--- src/rtl/strobe_pkg.sv ---
package strobe_pkg;
  localparam int WORD_W = 32;
  // Field positions, MSB-numbered (bit k lives at word[WORD_W-1-k])
  localparam int CS_K0  = 0;
  localparam int BS_K0  = 4;
  localparam int G0A_K  = 8;
  localparam int G0B_K  = 10;
  localparam int G1A_K  = 12;
  localparam int G1B_K  = 13;
  localparam int G2A_K  = 14;
  localparam int G2B_K  = 15;

  typedef enum logic [1:0] {
    PW_FULL = 2'd0,
    PW_HALF = 2'd1,
    PW_BYTE = 2'd2,
    PW_RSV  = 2'd3
  } port_w_e;

  typedef enum logic [1:0] {
    G0_ADDR = 2'b00,
    G0_HOLD = 2'b01,
    G0_ASRT = 2'b10,
    G0_NEG  = 2'b11
  } g0_code_e;

  function automatic int widx(input int k);
    return WORD_W - 1 - k;
  endfunction
endpackage

--- src/rtl/lane_enable_dec.sv ---
module lane_enable_dec
  import strobe_pkg::*;
#(
  parameter int LANES = 4,
  localparam int AW = $clog2(LANES),
  localparam int CW = AW + 1
) (
  input  logic [1:0]       port_size,
  input  logic [AW-1:0]    xfer_size,
  input  logic [AW-1:0]    addr_lo,
  output logic [LANES-1:0] lane_en
);
  logic [CW-1:0] width;
  logic [CW-1:0] start;
  logic [CW-1:0] cnt;

  always_comb begin
    unique case (port_w_e'(port_size))
      PW_HALF: width = CW'(LANES / 2);
      PW_BYTE: width = CW'(1);
      default: width = CW'(LANES);
    endcase
    start = CW'(addr_lo) & (width - CW'(1));
    cnt   = CW'(xfer_size) + CW'(1);
  end

  for (genvar i = 0; i < LANES; i++) begin : g_lane
    assign lane_en[i] = (CW'(i) < width) && (CW'(i) >= start) &&
                        (CW'(i) < start + cnt);
  end
endmodule

--- src/rtl/phase_field_sel.sv ---
module phase_field_sel
  import strobe_pkg::*;
(
  input  logic [1:0]        phase,
  input  logic [WORD_W-1:0] word,
  output logic              cs_lvl,
  output logic              bs_lvl,
  output logic [1:0]        g0_code,
  output logic              g1_lvl,
  output logic              g2_lvl
);
  logic last_q;
  logic unused_low;

  assign last_q     = (phase == 2'd3);
  assign unused_low = ^word[widx(G2B_K)-1:0];

  always_comb begin
    unique case (phase)
      2'd0: begin cs_lvl = word[widx(CS_K0)];     bs_lvl = word[widx(BS_K0)];     end
      2'd1: begin cs_lvl = word[widx(CS_K0 + 1)]; bs_lvl = word[widx(BS_K0 + 1)]; end
      2'd2: begin cs_lvl = word[widx(CS_K0 + 2)]; bs_lvl = word[widx(BS_K0 + 2)]; end
      default: begin cs_lvl = word[widx(CS_K0 + 3)]; bs_lvl = word[widx(BS_K0 + 3)]; end
    endcase
  end

  assign g0_code = last_q ? word[widx(G0B_K) -: 2] : word[widx(G0A_K) -: 2];
  assign g1_lvl  = last_q ? word[widx(G1B_K)] : word[widx(G1A_K)];
  assign g2_lvl  = last_q ? word[widx(G2B_K)] : word[widx(G2A_K)];
endmodule

--- src/rtl/strobe_out_reg.sv ---
module strobe_out_reg
  import strobe_pkg::*;
#(
  parameter int LANES = 4
) (
  input  logic             clk,
  input  logic             rst,
  input  logic             active,
  input  logic             cs_lvl,
  input  logic             bs_lvl,
  input  logic [LANES-1:0] lane_en,
  input  logic [1:0]       g0_code,
  input  logic             g0_addr,
  input  logic             g1_lvl,
  input  logic             g2_lvl,
  output logic             cs_n,
  output logic [LANES-1:0] bs_n,
  output logic [2:0]       gpl_n
);
  logic g0_next;

  always_comb begin
    unique case (g0_code_e'(g0_code))
      G0_ASRT: g0_next = 1'b0;
      G0_NEG:  g0_next = 1'b1;
      G0_ADDR: g0_next = g0_addr;
      default: g0_next = gpl_n[0];
    endcase
  end

  always_ff @(posedge clk) begin
    if (rst || !active) begin
      cs_n  <= 1'b1;
      gpl_n <= '1;
    end else begin
      cs_n  <= cs_lvl;
      gpl_n <= {g2_lvl, g1_lvl, g0_next};
    end
  end

  for (genvar i = 0; i < LANES; i++) begin : g_bs
    always_ff @(posedge clk) begin
      if (rst || !active) bs_n[i] <= 1'b1;
      else                bs_n[i] <= lane_en[i] ? bs_lvl : 1'b1;
    end
  end
endmodule

--- src/rtl/strobe_phase_gen.sv ---
module strobe_phase_gen
  import strobe_pkg::*;
#(
  parameter int LANES = 4,
  localparam int AW = $clog2(LANES)
) (
  input  logic              clk,
  input  logic              rst,
  input  logic              active,
  input  logic [1:0]        phase,
  input  logic [WORD_W-1:0] word,
  input  logic [1:0]        port_size,
  input  logic [AW-1:0]     xfer_size,
  input  logic [AW-1:0]     addr_lo,
  input  logic              gpl_addr_bit,
  output logic              cs_n,
  output logic [LANES-1:0]  bs_n,
  output logic [2:0]        gpl_n
);
  logic             cs_lvl, bs_lvl, g1_lvl, g2_lvl;
  logic [1:0]       g0_code;
  logic [LANES-1:0] lane_en;

  phase_field_sel u_sel (
    .phase(phase), .word(word), .cs_lvl(cs_lvl), .bs_lvl(bs_lvl),
    .g0_code(g0_code), .g1_lvl(g1_lvl), .g2_lvl(g2_lvl)
  );

  lane_enable_dec #(.LANES(LANES)) u_lane (
    .port_size(port_size), .xfer_size(xfer_size), .addr_lo(addr_lo),
    .lane_en(lane_en)
  );

  strobe_out_reg #(.LANES(LANES)) u_out (
    .clk(clk), .rst(rst), .active(active), .cs_lvl(cs_lvl), .bs_lvl(bs_lvl),
    .lane_en(lane_en), .g0_code(g0_code), .g0_addr(gpl_addr_bit),
    .g1_lvl(g1_lvl), .g2_lvl(g2_lvl), .cs_n(cs_n), .bs_n(bs_n), .gpl_n(gpl_n)
  );
endmodule

--- config.mk ---
export PLATFORM = sky130hd
export DESIGN_NAME = strobe_phase_gen
export DESIGN_NICKNAME = d
export VERILOG_FILES = /design/src/rtl/strobe_pkg.sv /design/src/rtl/lane_enable_dec.sv /design/src/rtl/phase_field_sel.sv /design/src/rtl/strobe_out_reg.sv /design/src/rtl/strobe_phase_gen.sv
export SDC_FILE = /design/constraint.sdc
export NUM_CORES = 1
export LEC_CHECK = 0
export ABC_AREA = 1
export BUFFER_PORTS_ARGS = -buffer_cell sky130_fd_sc_hd__clkbuf_2
export CAP_MARGIN = 20
export CORE_MARGIN = 5
export CORE_UTILIZATION = 35
export DETAILED_ROUTE_END_ITERATION = 12
export PLACE_DENSITY = 0.78
export SLEW_MARGIN = 20
export SYNTH_ARGS = -nofsm -noshare
export SYNTH_HDL_FRONTEND = slang
export SYNTH_SLANG_ARGS = --single-unit
--- constraint.sdc ---
create_clock -name clk -period 2.34 [get_ports clk]
set_input_delay 0.351 -clock clk [delete_from_list [all_inputs] [get_ports clk]]
set_output_delay 0.351 -clock clk [all_outputs]
set_load 0.03 [all_outputs]
After elaboration in Yosys (flattened, before gate mapping)
Index checks and enable logic that the tools add are counted.
{"block": "classes", "addsub": 3, "n_lt_le_gt_ge": 12, "n_eq_ne": 7, "n_mux": 7, "bitwise": 5, "n_reduce_logical": 17}
{"cell": "1-bit by 3-bit less-than comparator with 1-bit output (first input constant)", "count": 4}
{"cell": "2-bit by 3-bit less-than comparator with 1-bit output (first input constant)", "count": 4}
{"cell": "2-bit equality test (second input constant)", "count": 5}
{"cell": "1-bit one-hot mux with 3 select lines", "count": 3}
{"cell": "1-bit logical AND", "count": 8}
{"cell": "2-bit OR reduction", "count": 4}
{"cell": "1-bit by 3-bit >= comparator with 1-bit output (first input constant)", "count": 2}
{"cell": "2-bit by 3-bit >= comparator with 1-bit output (first input constant)", "count": 2}
{"cell": "3-bit one-hot mux with 2 select lines", "count": 1}
{"cell": "2-bit by 1-bit equality test with 1-bit output (second input constant)", "count": 2}
{"cell": "2-bit zero test", "count": 2}
{"cell": "1-bit NOT", "count": 4}
{"cell": "2-bit by 1-bit adder with 3-bit output (second input constant)", "count": 1}
{"cell": "3-bit adder", "count": 1}
{"cell": "2-bit by 3-bit AND with 3-bit output", "count": 1}
{"cell": "3-bit nonzero test", "count": 1}
{"cell": "3-bit by 1-bit subtractor with 3-bit output (second input constant)", "count": 1}
{"cell": "1-bit 2-to-1 mux", "count": 2}
{"cell": "2-bit 2-to-1 mux", "count": 1}
{"cell": "1-bit zero test", "count": 1}
{"cell": "1-bit logical OR", "count": 1}
{"block": "totals", "ff_bits": 8, "in_bits": 44, "out_inout_bits": 8, "word_cells": 58}

Logic depth before layout (Yosys ltp)
{"block": "depth", "ltp_word": 9, "ltp_mapped": 12, "ltp_nobuf": 12}

Modules after synthesis
A second synthesis with hierarchy kept.
{"block": "unflattened", "cells_unflattened": 87, "area_unflattened_um2": 584.3}
{"mod": "strobe_out_reg", "n_inst": 1, "cells_each": 33, "area_per_inst_um2": 295.3, "seq_area_each_um2": 160.2}
{"mod": "lane_enable_dec", "n_inst": 1, "cells_each": 27, "area_per_inst_um2": 152.6, "seq_area_each_um2": 0.0}
{"mod": "phase_field_sel", "n_inst": 1, "cells_each": 27, "area_per_inst_um2": 136.4, "seq_area_each_um2": 0.0}

Worst setup path after synthesis
OpenSTA, ideal clock, no wires.
{"block": "synth_timing", "kind": "input port to flip-flop", "startpoint": "input port port_size[0]", "endpoint": "register u_out.bs_n[2]", "setup_ps": 114, "arrival_time_ps": 1617, "t_required_ps": 2226, "path_slack_ps": 609, "path_stages": 12, "n_path_buf": 0, "cell_sequence": "inv_1 -> ha_1 -> inv_1 -> nand2_1 -> ha_1 -> inv_1 -> fa_1 -> inv_1 -> o21bai_1 -> nand2_1 -> nor2_1 -> nand2_1"}
{"block": "synth_via", "elab_chain_cells": 9, "elab_cells_between_ends": 13, "classes_between": "add/sub: 2; order compare: 3; eq/ne: 2; mux: 1; bitwise: 2; reduce/logical: 3"}
{"item": "start: declaration", "line_no": "strobe_phase_gen.sv:12", "source": "input logic [1:0] port_size,"}
{"item": "2-bit equality test / 2-bit by 1-bit equality test with 1-bit output (equally long branches)", "line_no": "lane_enable_dec.sv:18", "source": "unique case (port_w_e'(port_size))"}
{"item": "3-bit one-hot mux with 2 select lines *", "line_no": "lane_enable_dec.sv:18"}
{"item": "3-bit by 1-bit subtractor with 3-bit output", "line_no": "lane_enable_dec.sv:23", "source": "start = CW'(addr_lo) & (width - CW'(1));"}
{"item": "2-bit by 3-bit AND with 3-bit output", "line_no": "lane_enable_dec.sv:23"}
{"item": "3-bit adder / 2-bit by 3-bit >= comparator with 1-bit output (equally long branches)", "line_no": "lane_enable_dec.sv:29, lane_enable_dec.sv:28"}
{"item": "2-bit by 3-bit less-than comparator with 1-bit output / 1-bit logical AND (equally long branches)", "line_no": "lane_enable_dec.sv:29, lane_enable_dec.sv:28"}
{"item": "1-bit logical AND *", "line_no": "lane_enable_dec.sv:28", "source": "assign lane_en[i] = (CW'(i) < width) && (CW'(i) >= start) &&"}
{"item": "1-bit NOT (no source line) *"}
{"item": "2-bit OR reduction (no source line) *"}
{"item": "end signal: indexed assignment", "line_no": "strobe_out_reg.sv:44", "source": "else bs_n[i] <= lane_en[i] ? bs_lvl : 1'b1;"}
{"item": "end: declaration", "line_no": "strobe_out_reg.sv:17", "source": "output logic [LANES-1:0] bs_n,"}
Every way passes the cells marked *; elsewhere a longest branch is shown, timed or not.
A chain may end at the register's enable or synchronous reset.

Final worst setup path
Ends and elaborated chain as after synthesis.

==> impl_metrics.toml <==
[timing]
rsz0062_at_grt = "false"
slew_headroom_pct = 88.4
finalHoldViolations = 0
finalSetupViolCount = 0
clock.fmax_mhz = 595
finClkSkew_ns = 0
worst_pin_slew_ns = 0.173
min_period_over_period_pct = 71.8
finalMaxSlewViolations = 0
fin_crit_ns = 1.68
hold-worst-slack_ns = 0.307
setup-tns-final_ns = 0

[synth]
yosysTopAreaCell = "dfxtp_1"
seq_area_frac_synth_pct = 29.6
synth_top_area_share_pct = 29.6
synth_area_um2 = 542
syn_nets = 130
syn_area_per_cell_um2 = 6.77
synth.area.top_cells = "dfxtp_1 (30%), nand2_1 (13%), ha_1 (12%)"
netlist_instances = 80
synth_warnings = 0
yosysUniqueCellTypes = 18
synth_seq_cells = 8

[global_route]
grt_pass1_wl_um = 2220
grt_pass1_vias = 569
grt-ovfl-total = 0
grtUsageTotal_pct = 11.5
grt_start_max_net_pins = 8
antenna_found_initial = 0

[clock_network]
cts_root_buf = "clkbuf_4"
hold_buffers = 0
clk_pin_slew_ns = 0.05
cts_sinks = 8
cts_resized = 0
clock_latency_ns = 0.26
cts_max_level = 1
numCtsBuffers = 3
tritoncts = "built"
cts_setup_buffers = 0
clockBufferDepth = 2

[critical_path]
end_kind = "register"
crit_type = "in2reg"
arrival_ns = 1.82
start_kind = "primary input"
worst_ep_required_time_ns = 2.48
cp_max_fo = 3

[placed_design]
io_buffers = 35
dp_hpwl_um = 1140
gp_congestion = 0.699

[die]
core_area_um2 = 1490
fp.dieW_um = 49.3
die_area_um2 = 2430
io_pins = 52
die_height_um = 49.3
fp-row-count = 14
initial_core_util_pct = 36.4

[route]
drc = 0
vias_per_cell = 4.46
first_pass_iters = 2
dr_total_vias = 598
drtAntennaViolNets = 0
dr.first_iter.drc_count = 2
wl_um = 1280
wl_per_cell_um = 9.54

[final_layout]
layout-drive-gt1-share_pct = 36.4
final_cell_mix = "clkbuf_2 (35), nand2_1 (19), inv_1 (16)"
diodes = 0
nNetsFinal = 170
fillers = 150
final_common_cell = "clkbuf_2"
area_growth_pct = 40.2

[power]
power_density_nw_per_um2 = 471
peakVddDrop_v = 0.000209
p_leak_nw = 0.459

[run_status]
outcome = "completed"

[worst_hold_path]
hold_class = "in2reg"

[flow_run]
max-cap-violations = 0
[critical path, stage by stage]
cell and delay (ns):
clkbuf_2 0.08, inv_1 0.04, ha_1 0.13, inv_1 0.05, nand2_1 0.11, ha_1 0.15
inv_1 0.04, fa_1 0.49, inv_1 0.05, o21bai_1 0.13, nand2_1 0.06, nor2_1 0.08
nand2_1 0.05
[Yosys cell counts]
library cell,number
ha_1,5
or2_1,2
inv_2,1
inv_1,16
nand2_4,1
nand2_2,1
o21bai_1,1
nor2_1,8
nand2_1,19
nor3_1,1
o21ai_0,3
a21oi_1,1
or2_0,1
o21ai_2,2
fa_1,1
nand3_1,8
nor3b_1,1
dfxtp_1,8
[area by class of cell]
type                            instances  area [µm²]  area share (%)
Clock buffer                            3        22.5            2.97
Sequential cell                         8         160            21.1
Tap cell                               16        20.0            2.64
Inverter                               17        63.8            8.40
Multi-Input combinational cell         55         318            41.8
Timing Repair Buffer                   35         175            23.1
[registers in the layout, summed over array words and instances, names as in the netlist]
name         count
u_out.cs_n       1
u_out.bs_n       4
u_out.gpl_n      3
[metal layers]
layer | wire, µm | GRT usage, % | share of wire (%)
met5 | 0 | 0 | 0
met4 | 14 | 4.04 | 1.1
met1 | 489 | 13.0 | 38
met2 | 673 | 19.1 | 53
met3 | 100 | 4.59 | 7.8
[where the power goes]
group          leakage [nW]  switching [mW]  total, mW  internal, mW
logic                 0.379          0.0620      0.107        0.0448
registers            0.0657         0.00198      0.145         0.143
clock network        0.0138          0.0476      0.106        0.0587
total                 0.459           0.112      0.358         0.246
[path summary, 6_finish.rpt]
kind | start | to | slack (ns) | depth (start not counted)
worst min-delay path | word[18] | u_out.gpl_n[1]$_SDFF_PP1_ | 0.31 | 3
worst min register to register | u_out.gpl_n[0]$_SDFFE_PP1P_ | u_out.gpl_n[0]$_SDFFE_PP1P_ | 0.48 | 2
worst max register to register | u_out.gpl_n[0]$_SDFFE_PP1P_ | u_out.gpl_n[0]$_SDFFE_PP1P_ | 1.74 | 2
worst max-delay path | port_size[0] | u_out.bs_n[2]$_SDFF_PP1_ | 0.66 | 13
[kinds of logic (layout without fill, tap and decap cells)]
| group | after synthesis | count (layout) | share of synthesized area, % |
|---|---|---|---|
| flops | 8 | 8 | 29.6 |
| buf+inv | 17 | 55 | 11.8 |
| compound gates | 7 | 7 | 8.31 |
| simple gates | 42 | 42 | 35.1 |
| fa+ha+maj | 6 | 6 | 15.2 |
[through the flow]
stage | setup slack [ns] | power, mW | area, µm² | cells | utilization [%]
floorplan | 0.609 | 0.213 | 542 | 80 | -
global placement | 0.427 | 0.251 | 737 | 131 | 49.5
detailed placement | 0.396 | 0.255 | 737 | 131 | 49.5
CTS | 0.658 | 0.364 | 759 | 134 | 51.0
global route | 0.442 | 0.386 | 759 | 134 | 51.0
finish | 0.660 | 0.358 | 759 | 134 | 51.0
(Power assumes the default switching activity.)
